### config.mk
export PLATFORM = sky130hd
export DESIGN_NAME = sd_nirq_bank
export DESIGN_NICKNAME = d
export VERILOG_FILES = /design/src/rtl/sd_nirq_pkg.sv /design/src/rtl/sd_nirq_decode.sv /design/src/rtl/sd_nirq_pending.sv /design/src/rtl/sd_nirq_status.sv /design/src/rtl/sd_nirq_irq.sv /design/src/rtl/sd_nirq_bank.sv
export SDC_FILE = /design/constraint.sdc
export NUM_CORES = 1
export LEC_CHECK = 0
export BUFFER_PORTS_ARGS = -buffer_cell sky130_fd_sc_hd__buf_2
export CORE_MARGIN = 5
export CORE_UTILIZATION = 35
export DETAILED_ROUTE_END_ITERATION = 8
export PLACE_DENSITY_LB_ADDON = 0.25
export SLEW_MARGIN = 5
export SYNTH_ARGS = -nofsm -noshare
export SYNTH_HDL_FRONTEND = slang
export SYNTH_SLANG_ARGS = --single-unit
### constraint.sdc
create_clock -name clk_i -period 1.1 [get_ports clk_i]
set_clock_uncertainty 0.2 [all_clocks]
set_input_delay 0.165 -clock clk_i [delete_from_list [all_inputs] [get_ports clk_i]]
set_output_delay 0.165 -clock clk_i [all_outputs]
set_load 0.005 [all_outputs]
### src/rtl/sd_nirq_pkg.sv
package sd_nirq_pkg;
  typedef enum logic [1:0] {
    REG_STAT = 2'd0,
    REG_STEN = 2'd1,
    REG_SGEN = 2'd2,
    REG_RSVD = 2'd3
  } reg_sel_e;
endpackage

### src/rtl/sd_nirq_decode.sv
module sd_nirq_decode (
  input  logic       req_i,
  input  logic       we_i,
  input  logic [1:0] addr_i,
  output logic       wr_stat_o,
  output logic       wr_sten_o,
  output logic       wr_sgen_o
);
  import sd_nirq_pkg::*;
  logic wr;
  assign wr        = req_i & we_i;
  assign wr_stat_o = wr & (reg_sel_e'(addr_i) == REG_STAT);
  assign wr_sten_o = wr & (reg_sel_e'(addr_i) == REG_STEN);
  assign wr_sgen_o = wr & (reg_sel_e'(addr_i) == REG_SGEN);
endmodule

### src/rtl/sd_nirq_pending.sv
module sd_nirq_pending #(
  parameter bit DEFER_INSERT = 1'b0
) (
  input  logic clk_i,
  input  logic rst_ni,
  input  logic soft_rst_i,
  input  logic wr_sten_i,
  input  logic ins_en_i,
  output logic pend_o,
  output logic rel_o
);
  logic pend_q;

  assign rel_o  = wr_sten_i & ins_en_i & pend_q & ~soft_rst_i;
  assign pend_o = pend_q;

  always_ff @(posedge clk_i or negedge rst_ni) begin
    if (!rst_ni)               pend_q <= DEFER_INSERT;
    else if (soft_rst_i || rel_o) pend_q <= 1'b0;
  end
endmodule

### src/rtl/sd_nirq_status.sv
module sd_nirq_status #(
  parameter int          W    = 16,
  parameter logic [15:0] MASK = 16'h00C0
) (
  input  logic         clk_i,
  input  logic         rst_ni,
  input  logic         soft_rst_i,
  input  logic         wr_stat_i,
  input  logic         wr_sten_i,
  input  logic         wr_sgen_i,
  input  logic [W-1:0] wdata_i,
  input  logic [W-1:0] set_i,
  output logic [W-1:0] st_o,
  output logic [W-1:0] en_o,
  output logic [W-1:0] sig_o
);
  logic unused_bits;
  assign unused_bits = ^(wdata_i & ~MASK[W-1:0]) ^ ^(set_i & ~MASK[W-1:0]);

  for (genvar b = 0; b < W; b++) begin : g_bit
    if (MASK[b]) begin : g_impl
      logic st_q, en_q, sig_q;
      logic en_nxt, st_nxt;
      assign en_nxt = wr_sten_i ? wdata_i[b] : en_q;
      // event set wins over a same-cycle clear; a disabled bit holds zero
      assign st_nxt = en_nxt & ((st_q & ~(wr_stat_i & wdata_i[b])) | set_i[b]);

      always_ff @(posedge clk_i or negedge rst_ni) begin
        if (!rst_ni) begin
          st_q  <= 1'b0;
          en_q  <= 1'b0;
          sig_q <= 1'b0;
        end else if (soft_rst_i) begin
          st_q  <= 1'b0;
          en_q  <= 1'b0;
          sig_q <= 1'b0;
        end else begin
          st_q <= st_nxt;
          en_q <= en_nxt;
          if (wr_sgen_i) sig_q <= wdata_i[b];
        end
      end
      assign st_o[b]  = st_q;
      assign en_o[b]  = en_q;
      assign sig_o[b] = sig_q;
    end else begin : g_none
      assign st_o[b]  = 1'b0;
      assign en_o[b]  = 1'b0;
      assign sig_o[b] = 1'b0;
    end
  end
endmodule

### src/rtl/sd_nirq_irq.sv
module sd_nirq_irq #(
  parameter int W = 16
) (
  input  logic         clk_i,
  input  logic         rst_ni,
  input  logic [W-1:0] st_i,
  input  logic [W-1:0] sig_i,
  output logic         irq_o
);
  logic irq_q;
  always_ff @(posedge clk_i or negedge rst_ni) begin
    if (!rst_ni) irq_q <= 1'b0;
    else         irq_q <= |(st_i & sig_i);
  end
  assign irq_o = irq_q;
endmodule

### src/rtl/sd_nirq_bank.sv
module sd_nirq_bank #(
  parameter int W            = 16,
  parameter int INS_BIT      = 6,
  parameter int REM_BIT      = 7,
  parameter bit DEFER_INSERT = 1'b0
) (
  input  logic         clk_i,
  input  logic         rst_ni,
  input  logic         soft_rst_i,
  input  logic         req_i,
  input  logic         we_i,
  input  logic [1:0]   addr_i,
  input  logic [W-1:0] wdata_i,
  output logic [W-1:0] rdata_o,
  input  logic         insert_evt_i,
  input  logic         remove_evt_i,
  output logic         irq_o
);
  import sd_nirq_pkg::*;

  localparam logic [15:0] MASK = (16'h1 << INS_BIT) | (16'h1 << REM_BIT);

  logic         wr_stat, wr_sten, wr_sgen;
  logic         pend, rel;
  logic [W-1:0] set_vec, st_q, en_q, sig_q;

  sd_nirq_decode u_dec (
    .req_i(req_i), .we_i(we_i), .addr_i(addr_i),
    .wr_stat_o(wr_stat), .wr_sten_o(wr_sten), .wr_sgen_o(wr_sgen)
  );

  sd_nirq_pending #(.DEFER_INSERT(DEFER_INSERT)) u_pend (
    .clk_i(clk_i), .rst_ni(rst_ni), .soft_rst_i(soft_rst_i),
    .wr_sten_i(wr_sten), .ins_en_i(wdata_i[INS_BIT]),
    .pend_o(pend), .rel_o(rel)
  );

  always_comb begin
    set_vec          = '0;
    set_vec[INS_BIT] = insert_evt_i | rel;
    set_vec[REM_BIT] = remove_evt_i;
  end

  sd_nirq_status #(.W(W), .MASK(MASK)) u_st (
    .clk_i(clk_i), .rst_ni(rst_ni), .soft_rst_i(soft_rst_i),
    .wr_stat_i(wr_stat), .wr_sten_i(wr_sten), .wr_sgen_i(wr_sgen),
    .wdata_i(wdata_i), .set_i(set_vec),
    .st_o(st_q), .en_o(en_q), .sig_o(sig_q)
  );

  sd_nirq_irq #(.W(W)) u_irq (
    .clk_i(clk_i), .rst_ni(rst_ni), .st_i(st_q), .sig_i(sig_q), .irq_o(irq_o)
  );

  always_comb begin
    case (reg_sel_e'(addr_i))
      REG_STAT: rdata_o = st_q;
      REG_STEN: rdata_o = en_q;
      REG_SGEN: rdata_o = sig_q;
      default:  rdata_o = '0;
    endcase
  end
endmodule

-- After elaboration in Yosys (flattened, before gate mapping)
Cells that the tools add are included.
W data, S select, Z words.
- bits in registers: 7
- logic and storage cells: 38
- output and inout bits: 17
- input bits: 25
- reduce and logical (&&, ||, !) cells: 3
- muxes and demuxes: 11
- bitwise logic cells: 15
- equality and inequality tests: 2
- operator list (cell ; count):
    $pmux W8 S3 ; 1
    $reduce_or A16 Y1 ; 1
    $and A1 B1 Y1 ; 10
    $mux W1 ; 10
    $and A8 B8 Y8 ; 1
    $eq A2 B1 Y1 const B ; 1
    $eq A2 B2 Y1 const B ; 1
    $logic_not A2 Y1 ; 1
    $not A1 Y1 ; 2
    $or A1 B1 Y1 ; 2
    $reduce_bool A2 Y1 ; 1

-- Logic depth before layout (Yosys ltp)
- depth in word-level cells: 8
- depth in mapped cells: 4

-- Modules after synthesis
Synthesis repeated with hierarchy kept, for this count alone.
- cell total of the unflattened synthesis: 126
- area, all modules: 1193.6 um^2
- modules (own cells, without submodules) (module ; seq. area each (um^2) ; area each (um^2) ; instances ; cells an instance):
    sd_nirq_status ; 150.1 ; 621.8 ; 1 ; 69
    sd_nirq_bank ; 0.0 ; 391.6 ; 1 ; 41
    sd_nirq_irq ; 25.0 ; 126.4 ; 1 ; 10
    sd_nirq_decode ; 0.0 ; 35.0 ; 1 ; 3
    sd_nirq_pending ; 0.0 ; 18.8 ; 1 ; 3

-- Least setup slack after synthesis
Ideal clock, no wire load.
- kind: input -> register
- from: input addr_i[0]
- to: register u_st.g_bit[6].g_impl.st_q
- arrival: 808 ps
- setup slack: -9 ps
- setup time: 101 ps
- path buffers: 1
- stages on the path: 4
- cells stage by stage: buf_2 nand4b_4 mux2i_1 nor4_1
- cells in the longest elaborated chain, start to end: 8
- ends and longest elaborated chain (item ; RTL line ; text):
    start: declaration ; sd_nirq_bank.sv:12 ; input logic [1:0] addr_i,
    $logic_not A2 Y1 ; sd_nirq_decode.sv:12 ; assign wr_stat_o = wr & (reg_sel_e'(addr_i) == REG_STAT);
    $and A1 B1 Y1 ; sd_nirq_decode.sv:12 ;
    $and A1 B1 Y1 ; sd_nirq_status.sv:26 ; assign st_nxt = en_nxt & ((st_q & ~(wr_stat_i & wdata_i[b])) | set_i[b]);
    $not A1 Y1 ; sd_nirq_status.sv:26 ;
    $and A1 B1 Y1 ; sd_nirq_status.sv:26 ;
    $or A1 B1 Y1 ; sd_nirq_status.sv:26 ;
    $and A1 B1 Y1 * ; sd_nirq_status.sv:26 ;
    $mux W1 * ; sd_nirq_status.sv:33 ; end else if (soft_rst_i) begin
    end signal: assignment ; sd_nirq_status.sv:38 ; st_q <= st_nxt;
    end: declaration ; sd_nirq_status.sv:22 ; logic st_q, en_q, sig_q;
Every way passes the cells marked *; elsewhere a longest branch is shown, timed or not.
A chain may end at the register's enable or synchronous reset.

-- Worst setup path in the final report
- from: register u_st.g_bit[7].g_impl.st_q
- to: output rdata_o[7]
- cells in the longest elaborated chain, start to end: 1
- ends and longest elaborated chain (item ; RTL line ; text):
    start: declaration ; sd_nirq_status.sv:22 ;
    start signal: assignment ; sd_nirq_status.sv:38 ;
    $pmux W8 S3 ; sd_nirq_bank.sv:56 ; case (reg_sel_e'(addr_i))
    end: declaration ; sd_nirq_bank.sv:14 ; output logic [W-1:0] rdata_o,
Every way passes these cells.

==> results.json <==
{
  "status": "complete, but fails checks",
  "violations": "hold timing, setup timing",
  "dieArea_sq_um": 2190,
  "cts_sinks": 7,
  "seqPwrFrac_pct": 47.1,
  "antennaDiodeCount": 0,
  "wl_per_cell_um": 10.4,
  "drtPass1Iterations": 4,
  "cts_made_buffers": 3,
  "cts_buffer_depth": 2,
  "chipWidth_um": 46.8,
  "grt_pass1_wl_um": 1400,
  "io_pins": 42,
  "root_buffer": "clkbuf_4",
  "crit_path_max_incr_delay_ns": 0.38,
  "finalSetupViolCount": 2,
  "initial_core_util_pct": 36.9,
  "area_growth_pct": 18.5,
  "cts_tree": "yes",
  "p_leak_nw": 0.323,
  "arrival_ns": 0.94,
  "worst_hold_path_type": "input pin to flip-flop",
  "antenna_left": 0,
  "port_buffers": 13,
  "crit_buf_inv": 1,
  "syn_area_per_cell_sq_um": 9.88,
  "rows": 13,
  "syn_area_sq_um": 474,
  "ys_seq_elements": 7,
  "gp_congestion": 0.756,
  "finalCritPeriodShare_pct": 118,
  "finalHoldViolations": 6,
  "grt_overflow": 0,
  "p_int_uw": 433,
  "place_area_sq_um": 519,
  "critPathTopFamily": "flip-flops",
  "worst-path-max-fanout": 2,
  "fin_area_sq_um": 562,
  "hold_slack_ns": -0.0313,
  "wl_um": 856,
  "coreArea_sq_um": 1280,
  "grt_pass1_vias": 365,
  "grt_usage_pct": 9.30,
  "vias": 348,
  "drive_gt1_share_pct": 31.3,
  "place_ws_ns": -0.177,
  "htreeDepth": 1,
  "end_kind": "output pin",
  "p_per_area_nw_per_um2": 1000,
  "swShare_pct": 22.9,
  "insertion_delay_ns": 0.24,
  "ys_warn_count": 0,
  "synth.distinct_cells": 15,
  "cts_hold_buf": 2,
  "detailed_place_hpwl_um": 780,
  "crit_required_ns": 0.73,
  "drv_cap": 0,
  "drtIter0Drc": 2,
  "syn_inst": 48,
  "drv_slew": 0,
  "rsz0062_at_grt": "true",
  "power_switching_uw": 129,
  "die_h_um": 46.8,
  "p_total_uw": 562,
  "seq_area_frac_synth_pct": 36.9,
  "p_clk_share_pct": 38.5,
  "final_nets": 93,
  "pwr-share-comb_pct": 14.5,
  "setup_slack_ns": -0.203,
  "finalSetupTns_ns": -0.393,
  "max_freq_mhz": 767,
  "ir_drop_mv": 0.650,
  "crit_type": "flip-flop to output pin",
  "crit_chain": "mux2i_1, o21ai_1, buf_2",
  "period_minus_slack_ns": 1.30,
  "post_cts_buffers": 0,
  "grt_max_degree": 8,
  "drcViolationCount": 0,
  "cp-start-kind": "flip-flop",
  "antenna_found_initial": 0,
  "clkTransAtPathRegs_ns": 0.05,
  "crit_slowest_cell": "dfrtp_1",
  "viasPerCell": 4.24
}
per-stage QoR:
step           std cells  utilization, %
2_1_floorplan         61               -
6_report              82            43.7
3_5_place_dp          77            40.4
5_1_grt               82            43.7
3_3_place_gp          77            40.4
4_1_cts               83            44.0
sequential cells by signal, indices dropped and copies added (netlist names):
signal / count
u_st.g_bit.g_impl.st_q: 2
u_st.g_bit.g_impl.sig_q: 2
u_irq.irq_o: 1
u_st.g_bit.g_impl.en_q: 2
worst register-to-register path, cell delays in order (launching register included):
cell,delay (ns)
dfrtp_1,0.38
buf_4,0.14
a22o_1,0.22
power groups by stage:
stage	combinational, mW	clock [mW]	sequential [mW]
global placement	0.0766	0	0.268
detailed placement	0.0769	0	0.269
floorplan	0.0742	0	0.268
finish	0.0814	0.216	0.265
CTS	0.0826	0.228	0.264
global route	0.0924	0.248	0.265
layout by cell type (no fill, tap or decap):
master	count
clkbuf_1	1
mux2i_1	6
nand3b_1	1
nor2b_1	1
buf_4	3
buf_2	13
dlygate4sd3_1	1
dfrtp_1	7
nor4b_1	2
o21ai_1	2
clkbuf_4	3
a22o_1	1
nor4_2	1
nand4b_1	1
nor2_1	6
conb_1	14
nand4b_4	1
nand2_1	2
nor4_1	1
synth_stat cells, drive strengths merged:
cell type,n,share of area [%]
buf,15,23
dfrtp,7,37
mux2i,6,13
nor2,6,4.7
nand2,2,1.6
nand4b,2,6.9
nor4,2,2.6
nor4b,2,3.7
o21ai,2,2.1
a22o,1,1.8
conb,1,0.79
nand3b,1,1.6
nor2b,1,1.3
worst paths after layout:
kind,from,to,slack (ns),cells after the start
worst min register to register,u_st.g_bit[6].g_impl.sig_q,u_irq.irq_o,0.34,1
min in group asynchronous,rst_ni,u_st.g_bit[7].g_impl.sig_q,0.08,2
worst max register to register,u_st.g_bit[7].g_impl.st_q,u_irq.irq_o,0.05,2
worst min-delay path,soft_rst_i,u_st.g_bit[7].g_impl.sig_q,-0.03,2
max in group asynchronous,rst_ni,u_irq.irq_o,0.47,2
worst max-delay path,u_st.g_bit[7].g_impl.st_q,rdata_o[7],-0.20,3
metal layers:
layer	part of all wire (%)	GRT usage, %	up-vias	routed length, um
met5	0	0	-	0
met4	1.4	8.29	0	12
met3	9.9	2.68	2	85
met2	50	14.6	14	431
met1	38	10.0	155	327
li1	-	-	177	-
kinds of logic (layout without fill, tap and decap cells):
| kind of cell | after synthesis | after routing | share of synthesized area, % |
|---|---|---|---|
| flops | 7 | 7 | 36.9 |
| compound gates | 3 | 3 | 3.96 |
| simple gates | 16 | 16 | 22.4 |
| other cells | 1 | 14 | 0.791 |
| mux | 6 | 6 | 12.7 |
| buf+inv | 15 | 21 | 23.2 |
layout make-up:
type,count,area (sq um)
fillers,132,723
well taps,15,18.8
repair buffers,17,97.6
flip-flops and latches,7,175
clock buffers,4,26.3
multi-input cells,39,244
repair_timing:
| item | 4_1_cts | 5_1_grt |
|---|---|---|
| resized for setup | 2 | 1 |
| hold endpoints to repair | 13 | 6 |
| endpoints found under the setup margin | 2 | 5 |
No activity file was read; power rests on OpenSTA's default activity.
